--- config.mk ---
export PLATFORM = sky130hd
export DESIGN_NAME = dsync_ctrl
export DESIGN_NICKNAME = d
export VERILOG_FILES = /design/src/rtl/dsync_pkg.sv /design/src/rtl/dsync_regs.sv /design/src/rtl/dsync_release.sv /design/src/rtl/dsync_chdiv.sv /design/src/rtl/dsync_ctrl.sv
export SDC_FILE = /design/constraint.sdc
export NUM_CORES = 1
export LEC_CHECK = 0
export CAP_MARGIN = 20
export CORE_MARGIN = 2
export CORE_UTILIZATION = 45
export CTS_BUF_LIST = sky130_fd_sc_hd__clkbuf_2
export DETAILED_ROUTE_END_ITERATION = 10
export PLACE_DENSITY = 0.75
export SKIP_LAST_GASP = 1
export SLEW_MARGIN = 25
export SYNTH_ARGS = -nofsm -noshare
export SYNTH_HDL_FRONTEND = slang
export SYNTH_SLANG_ARGS = --single-unit
--- constraint.sdc ---
create_clock -name clk -period 2.6 [get_ports clk]
set_input_delay 0.52 -clock clk [delete_from_list [all_inputs] [get_ports clk]]
set_output_delay 0.52 -clock clk [all_outputs]
set_load 0.005 [all_outputs]
--- src/rtl/dsync_pkg.sv ---
package dsync_pkg;
  localparam int ADDR_W = 10;
  localparam int DATA_W = 8;
  localparam int CODE_W = 5;

  localparam logic [ADDR_W-1:0] A_SOFTRST = 10'h000;
  localparam logic [ADDR_W-1:0] A_DIST    = 10'h230;
  localparam logic [ADDR_W-1:0] A_UPD     = 10'h232;
  localparam logic [ADDR_W-1:0] A_RATIO   = 10'h100;

  localparam int B_SOFTSYNC = 0;
  localparam int B_DISTPD   = 1;
  localparam int B_SOFTRST  = 2;
  localparam int B_UPD      = 0;

  // divide length selected by a ratio code; code 0 is clamped to 2
  function automatic logic [CODE_W:0] div_len(input logic [CODE_W-1:0] code);
    if (code == '0) return (CODE_W+1)'(2);
    return {1'b0, code} + 1'b1;
  endfunction

  // number of high cycles in one output period: ceil(n/2)
  function automatic logic [CODE_W:0] high_len(input logic [CODE_W:0] n);
    return (CODE_W+1)'((n + 1'b1) >> 1);
  endfunction
endpackage

--- src/rtl/dsync_regs.sv ---
module dsync_regs
  import dsync_pkg::*;
#(
  parameter int NCH = 4
) (
  input  logic                     clk,
  input  logic                     rst_n,
  input  logic                     wr_en,
  input  logic [ADDR_W-1:0]        wr_addr,
  input  logic [DATA_W-1:0]        wr_data,
  output logic                     soft_sync,
  output logic                     dist_pd,
  output logic                     soft_rst,
  output logic [NCH*CODE_W-1:0]    ratio_code,
  output logic                     upd_pend
);
  logic                  sh_sync, sh_pd, sh_rst;
  logic [NCH*CODE_W-1:0] sh_code;
  logic                  upd_hit;

  assign upd_hit = wr_en && (wr_addr == A_UPD) && wr_data[B_UPD];

  always_ff @(posedge clk or negedge rst_n) begin
    if (!rst_n) begin
      sh_sync    <= 1'b0;
      sh_pd      <= 1'b0;
      sh_rst     <= 1'b0;
      sh_code    <= '0;
      soft_sync  <= 1'b0;
      dist_pd    <= 1'b0;
      soft_rst   <= 1'b0;
      ratio_code <= '0;
      upd_pend   <= 1'b0;
    end else begin
      if (wr_en && wr_addr == A_DIST) begin
        sh_sync <= wr_data[B_SOFTSYNC];
        sh_pd   <= wr_data[B_DISTPD];
      end
      if (wr_en && wr_addr == A_SOFTRST) sh_rst <= wr_data[B_SOFTRST];
      for (int ch = 0; ch < NCH; ch++) begin
        if (wr_en && wr_addr == A_RATIO + ADDR_W'(ch))
          sh_code[ch*CODE_W +: CODE_W] <= wr_data[CODE_W-1:0];
      end
      // strobe lives one cycle per write: self-clearing
      upd_pend <= upd_hit;
      if (upd_pend) begin
        soft_sync  <= sh_sync;
        dist_pd    <= sh_pd;
        soft_rst   <= sh_rst;
        ratio_code <= sh_code;
      end
    end
  end
endmodule

--- src/rtl/dsync_release.sv ---
module dsync_release #(
  parameter int SYNC_LAT = 15,
  parameter int CNT_END  = SYNC_LAT - 3,
  parameter int CNT_W    = $clog2(CNT_END + 1)
) (
  input  logic             clk,
  input  logic             rst_n,
  input  logic             req,
  output logic             held,
  output logic             run,
  output logic [CNT_W-1:0] cnt
);
  logic s1, s2;

  always_ff @(posedge clk or negedge rst_n) begin
    if (!rst_n) begin
      s1  <= 1'b1;
      s2  <= 1'b1;
      cnt <= '0;
    end else begin
      s1 <= req;
      s2 <= s1;
      if (s2) cnt <= '0;
      else if (cnt != CNT_W'(CNT_END)) cnt <= cnt + 1'b1;
    end
  end

  assign held = s2;
  assign run  = !s2 && (cnt == CNT_W'(CNT_END));
endmodule

--- src/rtl/dsync_chdiv.sv ---
module dsync_chdiv
  import dsync_pkg::*;
(
  input  logic              clk,
  input  logic              rst_n,
  input  logic              run,
  input  logic [CODE_W-1:0] code,
  output logic              clk_out
);
  logic [CODE_W:0] n_work, phase;

  always_ff @(posedge clk or negedge rst_n) begin
    if (!rst_n) begin
      n_work  <= (CODE_W+1)'(2);
      phase   <= '0;
      clk_out <= 1'b0;
    end else if (!run) begin
      n_work  <= div_len(code);
      phase   <= '0;
      clk_out <= 1'b0;
    end else begin
      clk_out <= (phase < high_len(n_work));
      phase   <= (phase == n_work - 1'b1) ? '0 : phase + 1'b1;
    end
  end
endmodule

--- src/rtl/dsync_ctrl.sv ---
module dsync_ctrl
  import dsync_pkg::*;
#(
  parameter int NCH      = 4,
  parameter int SYNC_LAT = 15
) (
  input  logic              clk,
  input  logic              rst_n,
  input  logic              sync_n,
  input  logic              pd_n,
  input  logic              cal_busy,
  input  logic              wr_en,
  input  logic [ADDR_W-1:0] wr_addr,
  input  logic [DATA_W-1:0] wr_data,
  output logic [NCH-1:0]    divclk
);
  localparam int CNT_END = SYNC_LAT - 3;
  localparam int CNT_W   = $clog2(CNT_END + 1);

  logic                  soft_sync, dist_pd, soft_rst, upd_pend;
  logic [NCH*CODE_W-1:0] ratio_code;
  logic                  sync_req, sync_held, div_run;
  logic [CNT_W-1:0]      rel_cnt;

  dsync_regs #(.NCH(NCH)) u_regs (
    .clk(clk), .rst_n(rst_n), .wr_en(wr_en), .wr_addr(wr_addr), .wr_data(wr_data),
    .soft_sync(soft_sync), .dist_pd(dist_pd), .soft_rst(soft_rst),
    .ratio_code(ratio_code), .upd_pend(upd_pend)
  );

  assign sync_req = !sync_n | !pd_n | cal_busy | soft_sync | dist_pd | soft_rst;

  dsync_release #(.SYNC_LAT(SYNC_LAT), .CNT_END(CNT_END), .CNT_W(CNT_W)) u_rel (
    .clk(clk), .rst_n(rst_n), .req(sync_req),
    .held(sync_held), .run(div_run), .cnt(rel_cnt)
  );

  for (genvar ch = 0; ch < NCH; ch++) begin : g_ch
    dsync_chdiv u_div (
      .clk(clk), .rst_n(rst_n), .run(div_run),
      .code(ratio_code[ch*CODE_W +: CODE_W]), .clk_out(divclk[ch])
    );
  end
endmodule

; Word level (Yosys, flattened, before mapping)
; Cells that the tools add are included.
[word_totals]
register_bits = 105
input_bits = 24
output_inout_bits = 4
wordCells = 113
[classes]
add_sub_neg = 17
magnitude_cmp = 4
eq_ne = 12
muxes = 30
bitwise_logic = 5
n_reduce_logical = 18
[op_table]
columns = op, n
row1 = $mux W6, 16
row2 = $add A6 B1 Y6 const B, 8
row3 = $eq A10 B9 Y1 const B, 4
row4 = $add A5 B1 Y6 const B, 4
row5 = $eq A6 B6 Y1, 4
row6 = $lt A6 B5 Y1, 4
row7 = $sub A6 B1 Y6 const B, 4
row8 = $eq A10 B10 Y1 const B, 2
row9 = $logic_not A5 Y1, 4
row10 = $mux W1, 12
row11 = $logic_not A10 Y1, 1
row12 = $logic_and A1 B1 Y1, 9
row13 = $mux W4, 2
row14 = $or A1 B1 Y1, 5
row15 = $add A4 B1 Y4 const B, 1
row16 = $eq A4 B4 Y1 const B, 1
row17 = $ne A4 B4 Y1 const B, 1
row18 = $logic_not A1 Y1, 3
row19 = $reduce_bool A2 Y1, 1

; Logic depth before layout (Yosys ltp)
[depth]
word_depth = 6
depth_mapped = 9
depth_no_buf = 7

; Cells and area by module
; Synthesis repeated with hierarchy kept, for this count alone.
[unflattened]
cells_unflattened = 525
hier_area_um2 = 5910.7
[modules_own_cells]
columns = mod, instances, cells_each, area_per_inst_um2, seq_area_each_um2
row1 = dsync_chdiv (g_ch[0].u_div ...), 3, 96, 929.6, 326.6
row2 = dsync_regs, 1, 112, 1886.8, 1176.1
row3 = dsync_chdiv (g_ch[3].u_div), 1, 98, 938.4, 326.6
row4 = dsync_release, 1, 25, 285.3, 152.6
row5 = dsync_ctrl, 1, 2, 11.3, 0.0

; Worst setup path before layout
; Ideal clock, no wire load.
[synth_timing]
path_type = input port to flip-flop
startpoint = input wr_addr[7]
endpoint = register u_regs.sh_code[5]
setup_ns = 0.128
arrival_time_ns = 1.941
t_required_ns = 2.472
slack_ns = 0.532
path_stages = 6
path_buffers = 1
cell_sequence = or3b_1 -> nor4_4 -> and3_1 -> and3b_1 -> buf_2 -> mux2_1
[synth_via]
elab_chain_cells = 2
[synth_lines]
columns = element, line
row1 = start: declaration, dsync_ctrl.sv:13  ; input logic [ADDR_W-1:0] wr_addr,
row2 = $eq A10 B9 Y1, dsync_regs.sv:41  ; if (wr_en && wr_addr == A_RATIO + ADDR_W'(ch))
row3 = $logic_and A1 B1 Y1, dsync_regs.sv:41
row4 = end signal: indexed assignment, dsync_regs.sv:42  ; sh_code[ch*CODE_W +: CODE_W] <= wr_data[CODE_W-1:0];
row5 = end: declaration, dsync_regs.sv:18  ; logic [NCH*CODE_W-1:0] sh_code;
; Every way passes these cells.
; A chain may end at the register's enable or synchronous reset.

; Worst setup path in the final report
[layout_timing]
startpoint = register g_ch[3].u_div.n_work[1]
endpoint = register g_ch[3].u_div.clk_out
[layout_via]
elab_chain_cells = 3
[layout_lines]
columns = element, line
row1 = start: declaration, dsync_chdiv.sv:10  ; logic [CODE_W:0] n_work, phase;
row2 = start signal: assignment, dsync_chdiv.sv:14  ; n_work <= (CODE_W+1)'(2);
row3 = start signal: assignment, dsync_chdiv.sv:18  ; n_work <= div_len(code);
row4 = $add A6 B1 Y6, dsync_pkg.sv:24  ; return (CODE_W+1)'((n + 1'b1) >> 1);
row5 = $lt A6 B5 Y1, dsync_chdiv.sv:22  ; clk_out <= (phase < high_len(n_work));
row6 = $mux W1, dsync_chdiv.sv:17  ; end else if (!run) begin
row7 = end signal: assignment, dsync_chdiv.sv:22
row8 = end: declaration, dsync_chdiv.sv:8  ; output logic clk_out
; Every way passes these cells.

==> results.ini <==
[timing]
maxSlewHeadroom_pct=35.9
clock.fmax_mhz=441
post-route-period-util_pct=87.2
hold_viol=0
setup_viol=0
finClkSkew_ns=0.0282
finalMaxSlewViolations=0
max_slew.worst_pin.slew_ns=0.961
fin_tns_setup_ns=0
period_minus_slack_ns=2.27
rsz0062_at_grt=no

[worst_hold_path]
hold_class=flop to flop

[clock_network]
h-tree-depth=3
numCtsBuffers=9
clock_sinks=105
cts_tree=built
postCtsResizedCells=0
cts_hold_buf=1
clk_pin_slew_ns=0.30
clockRootBuffer=clkbuf_2
clk_latency_ns=0.58
cts_setup_buffers=0
clk_path_buf_depth=2

[power_and_ir_drop]
ir_drop_v=0.000313
power_density_mw_per_mm2=407
design_power_total_mw=2.52
power.leakage_nw=2.93

[finish]
final_nets=615
drive_above_1_share_pct=10.6
final_common_cell=dfrtp_1
area_growth_pct=9.40
antenna_cells=0
layout_common_cells=dfrtp_1 (99), nand2_1 (46), xor2_1 (44)

[routing]
vias_per_cell=5.17
drt_wl_total_um=9770
drtIter0Drc=183
vias=3751
firstDrtPassIters=4
drc=0
wl_per_cell_um=13.5
ant_nets=0

[critical_path]
crit_fanout=6
setup.worst_path.end_class=flop
crit_type=flop to flop
crit_required_ns=3.06
arrival_ns=2.73
cp-start-kind=flop

[floorplanning]
core_region_area_mm2=0.0122
die_area_mm2=0.0135
initial_core_util_pct=46.5
ios=28
die_x_um=116
die-height_um=116
rows=40

[global_route]
grt_start_max_net_pins=48
grt.total_usage_pct=16.0
grt_overflow=0
grt_pass1_wl_um=17500
antenna_found_initial=0
grt_pass1_vias=3732

[status]
status=completed

[synthesis]
syn_nets=596
ys_seq_area_share_pct=46.6
avgSynthCellArea_um2=10.6
netlist_area_mm2=0.00565
postSynthCellCount=534
ys_ff_latch=105
ys_types=43
yosys_warnings=0

[placed_design]
gp_congestion=0.862
hpwl_um=7170
io_buffer_count=24

[flow_run]
maxCapViolCount=0

-- critical path, cell delays in order (launching register included) --
cell       delay, ns
dfstp_2         0.65
ha_1            0.19
xnor2_1         0.12
ha_1            0.25
a21o_1          0.15
a21o_1          0.17
a21o_1          0.18
a2111oi_0       0.43
-- stage by stage --
stage / util [%] / hold WS (ns) / setup WS (ns) / instance area (um2) / cells
2_1_floorplan: - / 0.224 / 0.532 / 5650 / 534
3_3_place_gp: 49.8 / 0.346 / 0.0942 / 6060 / 709
3_5_place_dp: 49.8 / 0.349 / 0.0368 / 6060 / 709
4_1_cts: 50.9 / 0.379 / 0.339 / 6190 / 726
5_1_grt: 50.9 / 0.377 / 0.0895 / 6190 / 726
6_report: 50.9 / 0.377 / 0.334 / 6190 / 726
-- Yosys cell counts (all sizes together) --
master   instances  area (um2)
o2111ai          1        8.76
clkbuf          14        52.6
dfrtp           99        2480
and4             1        8.76
inv             24        90.1
nor3b            1        7.51
mux2            38         428
nand4b           1        8.76
nand2b           6        37.5
and4bb           1        12.5
nor2            27         101
o41ai            4        35.0
xor2            44         385
xnor2           31         272
o211ai           1        7.51
and3b            1        8.76
dfstp            6         158
nand4            1        6.26
nand2           46         173
and3             5        31.3
nor3            29         145
or3b             1        8.76
buf              9        52.6
o31ai            4        30.0
a31oi            4        25.0
or2              1        6.26
o21ai           21         105
a21o            12        90.1
a2111oi          7        81.3
nor4             3        33.8
a21oi           10        50.1
nand3           35         180
ha              38         475
o22ai            4        25.0
mux2i            3        30.0
nor2b            1        6.26
-- final timing paths --
path | cells after the start | to | slack [ns] | startpoint
min in group asynchronous | 2 | u_regs.sh_code[15] | 0.43 | rst_n
min | 0 | u_rel.held | 0.38 | u_rel.s1
max in group asynchronous | 3 | g_ch[1].u_div.n_work[1] | 1.39 | rst_n
max | 7 | g_ch[3].u_div.clk_out | 0.33 | g_ch[3].u_div.n_work[1]
min reg2reg | 0 | u_rel.held | 0.38 | u_rel.s1
max reg2reg | 7 | g_ch[3].u_div.clk_out | 0.33 | g_ch[3].u_div.n_work[1]
-- power breakdown --
| group | leakage [nW] | switching, mW | total (mW) | internal, mW |
|---|---|---|---|---|
| sequential | 1.45 | 0.00534 | 1.65 | 1.65 |
| combinational | 1.41 | 0.0506 | 0.0905 | 0.0398 |
| clock | 0.0751 | 0.543 | 0.776 | 0.233 |
-- layer usage --
metal	wire length (um)	track usage (%)
met1	4690	22.1
met2	4740	26.4
met3	234	2.80
met4	104	4.44
met5	0	0
-- state kept, by name (all words and copies together), names as in the netlist, 4 cells and up --
| register | flops |
|---|---|
| g_ch.u_div.phase | 24 |
| u_regs.sh_code | 20 |
| u_rel.cnt | 4 |
| u_regs.ratio_code | 20 |
| g_ch.u_div.clk_out | 4 |
| g_ch.u_div.n_work | 24 |
-- kinds of logic (layout without fill, tap and decap cells) --
group,count (synthesis),count (layout),synth area share [%]
buffers and inverters,47,71,3.45
AND/OR/NAND/NOR,160,160,13.7
AO/OA/AOI/OAI,68,68,8.10
XOR/XNOR,75,75,11.6
multiplexers,41,41,8.10
flip-flops,105,105,46.6
adder cells (fa/ha/maj),38,38,8.41
-- final cells by class --
type	count	area [um2]
clock buffer	9	45.0
fill	1080	5980
timing repair buffer	31	305
inverter	24	90.1
tap	168	210
multi-input combinational	382	2830
clock inverter	7	73.8
sequential	105	2640
Power figures use the tool's default switching activity.
